$ cat src/rtl/ivc_pkg.sv
// Package: shared constants, source encoding and the fixed priority order
// of the interrupt vector controller. Assumes two channels, four sources each.
package ivc_pkg;
    localparam int NCH        = 2;
    localparam int SRC_PER_CH = 4;
    localparam int NSRC       = NCH * SRC_PER_CH;
    localparam int CODE_W     = $clog2(NSRC);

    // Source offset inside a channel's code group
    typedef enum logic [1:0] {
        SRC_TX   = 2'd0,
        SRC_EXT  = 2'd1,
        SRC_RXC  = 2'd2,
        SRC_SPEC = 2'd3
    } src_e;

    // Control register field positions
    localparam int CTL_EN_RXC  = 0;
    localparam int CTL_EN_SPEC = 1;
    localparam int CTL_EN_TX   = 2;
    localparam int CTL_EN_EXT  = 3;
    localparam int CTL_SAV     = 4;
    localparam int CTL_W       = 5;

    // Channel index 0 (A) owns the upper code group
    function automatic int group_of(input int ch);
        return NCH - 1 - ch;
    endfunction

    // Map priority rank (0 = most urgent) to a source code
    function automatic logic [CODE_W-1:0] rank_to_code(input int rank);
        int   ch;
        src_e s;
        ch = rank / SRC_PER_CH;
        case (rank % SRC_PER_CH)
            0:       s = SRC_SPEC;
            1:       s = SRC_RXC;
            2:       s = SRC_TX;
            default: s = SRC_EXT;
        endcase
        return CODE_W'(group_of(ch) * SRC_PER_CH + int'(s));
    endfunction
endpackage

$ cat src/rtl/ivc_src_bank.sv
// Module: pending-bit bank for one channel. Latches the four request kinds
// until software clears them; set wins over a same-cycle clear. The transmit
// source is armed by a data write and fires once per armed empty event.
module ivc_src_bank
    import ivc_pkg::*;
(
    input  logic                  clk,
    input  logic                  rst_n,
    input  logic                  rx_char_set,
    input  logic                  rx_spec_set,
    input  logic                  tx_empty_set,
    input  logic                  ext_set,
    input  logic                  rx_rd,
    input  logic                  tx_wr,
    input  logic                  err_rst,
    input  logic                  ext_rst,
    output logic [SRC_PER_CH-1:0] pend
);
    logic tx_armed;
    logic tx_fire;

    assign tx_fire = tx_empty_set && tx_armed;

    // Track whether a transmit write happened since the last empty event
    always_ff @(posedge clk) begin
        if (!rst_n)            tx_armed <= 1'b0;
        else if (tx_wr)        tx_armed <= 1'b1;
        else if (tx_empty_set) tx_armed <= 1'b0;
    end

    // Pending flags: set by events, cleared by the matching software action
    always_ff @(posedge clk) begin
        if (!rst_n) begin
            pend <= '0;
        end else begin
            if (rx_char_set)  pend[SRC_RXC]  <= 1'b1;
            else if (rx_rd)   pend[SRC_RXC]  <= 1'b0;
            if (rx_spec_set)  pend[SRC_SPEC] <= 1'b1;
            else if (err_rst) pend[SRC_SPEC] <= 1'b0;
            if (tx_fire)      pend[SRC_TX]   <= 1'b1;
            else if (tx_wr)   pend[SRC_TX]   <= 1'b0;
            if (ext_set)      pend[SRC_EXT]  <= 1'b1;
            else if (ext_rst) pend[SRC_EXT]  <= 1'b0;
        end
    end
endmodule

$ cat src/rtl/ivc_arbiter.sv
// Module: fixed-priority picker over the enabled requests, indexed by source
// code. Purely combinational; the order comes from ivc_pkg::rank_to_code.
module ivc_arbiter
    import ivc_pkg::*;
(
    input  logic [NSRC-1:0]   req,
    output logic              hit,
    output logic [CODE_W-1:0] code
);
    // Scan lowest to highest priority so the most urgent request wins last
    always_comb begin
        hit  = 1'b0;
        code = '0;
        for (int r = NSRC - 1; r >= 0; r--) begin
            if (req[rank_to_code(r)]) begin
                hit  = 1'b1;
                code = rank_to_code(r);
            end
        end
    end
endmodule

$ cat src/rtl/ivc_vec_reg.sv
// Module: acknowledge-time vector latch. Merges the winning code into the
// base vector when modification is on and a request wins; otherwise the base
// passes through. Assumes CODE_LSB + CODE_W <= VEC_W.
module ivc_vec_reg
    import ivc_pkg::*;
#(
    parameter int VEC_W    = 8,
    parameter int CODE_LSB = 1
) (
    input  logic              clk,
    input  logic              rst_n,
    input  logic              iack,
    input  logic              hit,
    input  logic [CODE_W-1:0] code,
    input  logic              sav_any,
    input  logic [VEC_W-1:0]  base,
    output logic [VEC_W-1:0]  vec
);
    logic [VEC_W-1:0] merged;

    // Replace the code field of the base with the winning source code
    always_comb begin
        merged = base;
        if (sav_any && hit) merged[CODE_LSB +: CODE_W] = code;
    end

    // Capture the vector only on acknowledge
    always_ff @(posedge clk) begin
        if (!rst_n)    vec <= '0;
        else if (iack) vec <= merged;
    end
endmodule

$ cat src/rtl/irq_vec_ctrl.sv
// Module: top of the two-channel interrupt vector controller. Holds the
// per-channel control registers and the base vector, builds the enabled
// request set and drives irq and the latched vector.
// Assumes single-cycle event and command strobes from the channels.
module irq_vec_ctrl
    import ivc_pkg::*;
#(
    parameter int VEC_W    = 8,
    parameter int CODE_LSB = 1
) (
    input  logic             clk,
    input  logic             rst_n,
    input  logic [NCH-1:0]   rx_char_set,
    input  logic [NCH-1:0]   rx_spec_set,
    input  logic [NCH-1:0]   tx_empty_set,
    input  logic [NCH-1:0]   ext_set,
    input  logic [NCH-1:0]   rx_rd,
    input  logic [NCH-1:0]   tx_wr,
    input  logic [NCH-1:0]   err_rst,
    input  logic [NCH-1:0]   ext_rst,
    input  logic [NCH-1:0]   ctl_we,
    input  logic [CTL_W-1:0] ctl_wdata,
    input  logic             base_we,
    input  logic [VEC_W-1:0] base_wdata,
    input  logic             iack,
    output logic             irq,
    output logic [VEC_W-1:0] vec,
    output logic [NSRC-1:0]  pend
);
    logic [CTL_W-1:0]  ctl_q [NCH];
    logic [VEC_W-1:0]  base_q;
    logic [NSRC-1:0]   en_by_code;
    logic [NCH-1:0]    sav_bits;
    logic              sav_any;
    logic              hit;
    logic [CODE_W-1:0] code;

    // Base vector register
    always_ff @(posedge clk) begin
        if (!rst_n)       base_q <= '0;
        else if (base_we) base_q <= base_wdata;
    end

    for (genvar c = 0; c < NCH; c++) begin : g_ch
        localparam int GB = group_of(c) * SRC_PER_CH;

        // Per-channel control register
        always_ff @(posedge clk) begin
            if (!rst_n)        ctl_q[c] <= '0;
            else if (ctl_we[c]) ctl_q[c] <= ctl_wdata;
        end

        assign en_by_code[GB + SRC_TX]   = ctl_q[c][CTL_EN_TX];
        assign en_by_code[GB + SRC_EXT]  = ctl_q[c][CTL_EN_EXT];
        assign en_by_code[GB + SRC_RXC]  = ctl_q[c][CTL_EN_RXC];
        assign en_by_code[GB + SRC_SPEC] = ctl_q[c][CTL_EN_SPEC];
        assign sav_bits[c]               = ctl_q[c][CTL_SAV];

        ivc_src_bank u_bank (
            .clk          (clk),
            .rst_n        (rst_n),
            .rx_char_set  (rx_char_set[c]),
            .rx_spec_set  (rx_spec_set[c]),
            .tx_empty_set (tx_empty_set[c]),
            .ext_set      (ext_set[c]),
            .rx_rd        (rx_rd[c]),
            .tx_wr        (tx_wr[c]),
            .err_rst      (err_rst[c]),
            .ext_rst      (ext_rst[c]),
            .pend         (pend[GB +: SRC_PER_CH])
        );
    end

    // Modification applies to both channels if either one asks for it
    assign sav_any = |sav_bits;

    ivc_arbiter u_arb (
        .req  (pend & en_by_code),
        .hit  (hit),
        .code (code)
    );

    assign irq = hit;

    ivc_vec_reg #(
        .VEC_W    (VEC_W),
        .CODE_LSB (CODE_LSB)
    ) u_vec (
        .clk     (clk),
        .rst_n   (rst_n),
        .iack    (iack),
        .hit     (hit),
        .code    (code),
        .sav_any (sav_any),
        .base    (base_q),
        .vec     (vec)
    );
endmodule

$ cat config.mk
export PLATFORM = sky130hd
export DESIGN_NAME = irq_vec_ctrl
export DESIGN_NICKNAME = d
export VERILOG_FILES = /design/src/rtl/ivc_pkg.sv /design/src/rtl/ivc_src_bank.sv /design/src/rtl/ivc_arbiter.sv /design/src/rtl/ivc_vec_reg.sv /design/src/rtl/irq_vec_ctrl.sv
export SDC_FILE = /design/constraint.sdc
export NUM_CORES = 1
export LEC_CHECK = 0
export BUFFER_PORTS_ARGS = -buffer_cell sky130_fd_sc_hd__buf_2
export CAP_MARGIN = 30
export CORE_MARGIN = 5
export CORE_UTILIZATION = 40
export CTS_CLUSTER_SIZE = 28
export DETAILED_ROUTE_END_ITERATION = 8
export PLACE_DENSITY = 0.68
export SLEW_MARGIN = 5
export SYNTH_ARGS = -nofsm -noshare
export SYNTH_HDL_FRONTEND = slang
export SYNTH_SLANG_ARGS = --single-unit
$ cat constraint.sdc
create_clock -name clk -period 3 [get_ports clk]
set_clock_uncertainty 0.15 [all_clocks]
set_input_delay 0.3 -clock clk [delete_from_list [all_inputs] [get_ports clk]]
set_output_delay 0.3 -clock clk [all_outputs]
set_load 0.005 [all_outputs]
==> metrics.cfg, run 1 <==
[clock_tree]
cts_root_buf=clkbuf_8
hold_buffers=0
postCtsResizedCells=0
cts_max_level=2
cts_tree=done
path_clk_slew_ns=0.07
cts_setup_buffers=0
clock_tree.buffer_depth=2
insertion_delay_ns=0.28
clock-sinks=36
numCtsBuffers=5

[power_and_ir_drop]
switchingPower_uw=228.3
powerDensity_nw_per_um2=549.3
power.internal_uw=806.0
sequentialPowerShare=0.534
pwr-share-comb=0.114
peakVddDrop_mv=0.2781
swShare=0.2207
clkPwrFrac=0.351
leakage_nw=0.8728

[global_routing]
grt.overflow.total=0
grt_max_degree=41
grt_use_total=0.1297
grt_pass1_vias=1125
grt_pass1_wl_um=5147
antenna_found_initial=0

[final_layout]
diodes=0
fin_nets=216
layout-drive-gt1-share=0.3571
nFillCells=352
area_growth_pct=26.15
fin_area_um2=1883

[setup_path]
worstSetupStartpointType=flop
cp.required_ns=2.55
endpoint_kind=output port
crit_type=reg2out
cp_max_fo=4
cp.arrival_ns=1.66
rrSetupSlack_ns=1.29

[synth]
synthAdderAreaFrac=0
synth-seq-cells=36
synth_cells=129
mappedNetlistArea_um2=1493
synth_top_area_share=0.3487
avgSynthCellArea_um2=11.57
ys_top_cells_by_count=dfxtp_1 (26), nor2b_1 (21), mux2i_1 (13)
synth_top_area_cell=dfxtp_1
synth_edf_count=10
synth_seq_area_share=0.5499
async_flop_share=0
syn-num-nets=164
synth_warnings=0
yosysMostFrequentCell=dfxtp_1
synth_cell_type_count=26
synthSimpleGateAreaFrac=0.1869
synth_xor_area_frac=0
synth-compound-area-share=0.1593
synth_area_leaders=dfxtp_1 (35%), edfxtp_1 (20%), nor2b_1 (8.8%)
synth.area.mux_share=0.08718
synth_top_family_by_area=simple AND/OR/NAND/NOR gates
ys.flop_type=dfxtp_1

[detailed_routing]
drc=0
post_drt_wl_per_cell_um=13.21
wirelength_um=3039
dr.first_iter.drc_count=52
vias=1135
via_per_inst=4.935
firstDrtPassIters=4
ant_nets=0

[floorplanning]
die_w_um=71.09
rows=22
die_h_um=71.09
initial_utilization=0.4108
io_pins=52
die_area_um2=5053
core_area_um2=3633

[timing]
setup_viol=0
hold_violations=0
drv_slew=0
setup_tns_ns=0
post-route-period-util=0.7023
tightest_slew_ns=0.5413
post-route-min-period_ns=2.107
maxSlewHeadroom=0.6391
grt_setup_unrepaired=no
max_freq_mhz=474.6

[min_path]
hp-class=in2reg

[outcome]
status=completed

[placed_design]
hpwl_um=2352
io_buffer_count=51
dpl_cell_area_um2=1783
place.gp.congestion=0.7623

[run]
maxCapViolCount=0

power groups by stage:
stage | Combinational (mW) | Clock [mW] | Sequential (mW)
CTS | 0.120 | 0.371 | 0.552
floorplan | 0.0702 | 0 | 0.559
finish | 0.118 | 0.363 | 0.553
global route | 0.132 | 0.393 | 0.557
detailed placement | 0.120 | 0 | 0.563
global placement | 0.116 | 0 | 0.560
logic make-up after synthesis:
| family | Yosys count |
|---|---|
| compound gates | 27 |
| simple gates | 47 |
| buf+inv | 6 |
| flops | 36 |
| mux | 13 |
routing by layer:
layer  GRT usage  routed length (um)
met1      0.1659                1322
met2      0.1926                1458
met3     0.05256                 214
met4     0.05637                  43
met5           0                   0
critical path, stage by stage (launching register included):
cell      delay [ns]
edfxtp_1        0.41
a22o_4          0.30
or4_1           0.52
buf_2           0.14
stage by stage:
stage	hold slack, ns	cells	utilization	power (mW)	setup WS [ns]
after floorplan	0.2738	129	-	0.6290	1.356
after global placement	0.2840	222	0.4907	0.6763	1.218
after detailed placement	0.2982	222	0.4907	0.6826	1.195
after CTS	0.07243	230	0.5183	1.043	0.8880
after global routing	0.06847	230	0.5183	1.082	0.8381
final	0.07779	230	0.5183	1.034	0.8931
sequential cells by signal (all words and copies together), names as in the netlist:
name,cells
ctl_q,10
u_vec.vec,8
g_ch.u_bank.tx_armed,2
g_ch.u_bank.pend,8
base_q,8
area by class of cell:
type | instances | area [um2] | share of cell area
clock buffers | 8 | 100.1 | 0.05316
well taps | 48 | 60.06 | 0.03189
flip-flops and latches | 36 | 820.8 | 0.4359
multi-input cells | 87 | 646.9 | 0.3435
repair buffers | 51 | 255.2 | 0.1355
final timing paths:
check | from | endpoint | cells after the start
hold reg to reg | g_ch[0].u_bank.tx_armed | g_ch[0].u_bank.pend[0] | 2
setup reg to reg | ctl_q[0][0] | u_vec.vec[1] | 4
setup / recovery | ctl_q[0][0] | irq | 3
hold / removal | ext_set[1] | g_ch[1].u_bank.pend[1] | 2
cells in the final DEF, fill, tap and decap left out:
| cell | instances |
|---|---|
| a222oi_1 | 1 |
| dfxtp_1 | 26 |
| edfxtp_1 | 10 |
| or4b_1 | 1 |
| nor2b_1 | 21 |
| o211ai_2 | 1 |
| or2_2 | 1 |
| a21oi_1 | 1 |
| nand2b_1 | 4 |
| nor2_1 | 1 |
| nand4_1 | 1 |
| o41ai_4 | 1 |
| a22o_2 | 2 |
| and3_1 | 10 |
| a31oi_1 | 2 |
| buf_2 | 51 |
| clkbuf_1 | 1 |
| a22oi_1 | 2 |
| nand2_1 | 7 |
| o21ai_0 | 3 |
| a21boi_1 | 2 |
| mux2i_1 | 13 |
| clkbuf_8 | 7 |
| or4_1 | 1 |
| o21a_1 | 8 |
| o21ai_1 | 2 |
| a22o_4 | 2 |
Note: power is estimated with default switching activity, not from simulation.
==> inputs of run 2 (changes only) <==
--- a/config.mk
+++ b/config.mk
@@ -11,7 +11,7 @@
 export CORE_UTILIZATION = 40
 export CTS_CLUSTER_SIZE = 28
 export DETAILED_ROUTE_END_ITERATION = 8
-export PLACE_DENSITY = 0.68
+export PLACE_DENSITY = 0.71
 export SLEW_MARGIN = 5
 export SYNTH_ARGS = -nofsm -noshare
 export SYNTH_HDL_FRONTEND = slang
==> constraint.sdc (replaced) <==
create_clock -name clk -period 1.8 [get_ports clk]
set_clock_uncertainty 0.15 [all_clocks]
set_input_delay 0.18 -clock clk [delete_from_list [all_inputs] [get_ports clk]]
set_output_delay 0.18 -clock clk [all_outputs]
set_load 0.005 [all_outputs]
==> run 2 against run 1 <==
Net effect: critical path depth unchanged; sequential share of layout area down 2.8 points; non-clock buffer count increased by 16; register-to-register slack lost 1.4 ns; first-iteration DRC count rose by 1.9%; via count is 7.7% higher; the run now ends with setup timing left; utilization is 3.6 points higher; die area unchanged.
==> metrics.cfg, run 2 (synthesized netlist as in run 1, its figures left out) <==
[outcome]
status=finished with violations
violations=setup timing

[final_layout]
multiInputGateArea_um2=654.4
mostFrequentLayoutCells=buf_2 (51), dfxtp_1 (26), nor2b_1 (21), mux2i_1 (13)
seq_area_um2=820.8
top_register=ctl_q
diodes=0
fin_nets=232
largest_reg_flops=10
area_growth_pct=34.95
layout-drive-gt1-share=0.3687
nFillCells=329
final_common_cell=buf_2

[clock_tree]
clock_tree.buffer_depth=2
cts_tree=done
numCtsBuffers=5
cts_max_level=2
insertion_delay_ns=0.28
cts_root_buf=clkbuf_8
path_clk_slew_ns=0.07
clock-sinks=36

[global_routing]
grt_max_degree=27
grt_pass1_vias=1228
grt.overflow.total=0
grt_use_total=0.1391
grt_pass1_wl_um=5471
antenna_found_initial=0

[power_and_ir_drop]
swShare=0.2339
clkPwrFrac=0.314
peakVddDrop_mv=0.5108
leakage_nw=0.9386
powerDensity_nw_per_um2=837.7
sequentialPowerShare=0.545
pwr-share-comb=0.141
p_total_mw=1.687
switchingPower_uw=394.7
power.internal_mw=1.293

[floorplanning]
die_area_um2=5053
initial_utilization=0.4108
die_w_um=71.09
io_pins=52
rows=22
die_h_um=71.09
core_area_um2=3633

[timing]
max_freq_mhz=518.8
hold_violations=0
post-route-min-period_ns=1.927
maxSlewHeadroom=0.7450
setup_tns_ns=-0.2120
setup_viol=4
tightest_slew_ns=0.3825
post-route-period-util=1.071
timing.final.ws_setup_ns=-0.1274
drv_slew=0
grt_setup_unrepaired=yes

[detailed_routing]
firstDrtPassIters=4
dr.first_iter.drc_count=53
ant_nets=0
drc=0
wirelength_um=3413
vias=1222
via_per_inst=4.967
post_drt_wl_per_cell_um=13.87

[setup_path]
cp.arrival_ns=1.60
crit_type=reg2out
endpoint_kind=output port
worstSetupStartpointType=flop
cp.required_ns=1.47
cp_max_fo=2

[min_path]
hp-class=in2reg

[run]
maxCapViolCount=0

[placed_design]
io_buffer_count=51
hpwl_um=2526
place.gp.congestion=0.7098

run 2: changes by cell type in the layout (fill, tap and decap cells not counted):
cell	previous run	this run
clkbuf_1	1	2
clkinv_1	0	1
dlygate4sd3_1	0	8
or4b_4	0	1
buf_4	0	7
clkbuf_8	7	5
buf_6	0	1
or4b_1	1	0
or4_4	0	1
or4_1	1	0
run 2: final timing paths:
| kind | start | endpoint | slack, ns | depth (start not counted) |
|---|---|---|---|---|
| worst max-delay path | ctl_q[0][1] | irq | -0.13 | 3 |
| worst min-delay path | base_wdata[4] | base_q[4] | 0.004 | 3 |
| worst max register to register | ctl_q[0][3] | u_vec.vec[1] | -0.07 | 6 |
| worst min register to register | g_ch[0].u_bank.tx_armed | g_ch[0].u_bank.pend[0] | 0.31 | 2 |
run 2: what timing repair did:
item                                    CTS  global route
endpoints found under the hold margin     8             0
resized for setup                         0             3
pin swaps                                 2             3
endpoints found under the setup margin    1             2
hold buffers                              8             0
gates cloned                              0             0
setup buffers                             4             2
run 2: cell type report:
class	count	share of cell area
clock buffer	7	0.03789
clock inverter	1	0.001863
multi-input combinational	87	0.3248
sequential	36	0.4075
tap	48	0.02981
timing repair buffer	67	0.1981
run 2: stage by stage:
step	instance area, um2	hold WS [ns]	util	std cells	worst slack, ns
2_1_floorplan	1493	0.1538	-	129	0.2351
3_3_place_gp	1798	0.2386	0.4948	224	0.1329
3_5_place_dp	1798	0.2475	0.4948	224	0.1167
4_1_cts	1988	0.002354	0.5472	244	-0.1415
5_1_grt	2014	0.01115	0.5544	246	-0.1687
6_report	2014	0.003616	0.5544	246	-0.1274
run 2: metal layers:
metal | GRT usage | part of all wire | vias to the layer above
met5 | 0 | 0 | -
li1 | - | - | 598
met4 | 0.07516 | 0.019 | 0
met3 | 0.02415 | 0.044 | 5
met2 | 0.2389 | 0.50 | 34
met1 | 0.1640 | 0.43 | 585
run 2: power by group through the flow:
stage	Combinational, mW	Clock, mW	Sequential, mW
final	0.238	0.530	0.920
after global routing	0.262	0.576	0.925
after CTS	0.229	0.543	0.919
after detailed placement	0.205	0	0.937
after global placement	0.196	0	0.934
after floorplan	0.117	0	0.931
run 2: worst max-delay path, cell delays in order, from the launching register on:
cell and delay (ns):
edfxtp_1 0.42, a22o_4 0.24, or4_4 0.52, buf_2 0.14
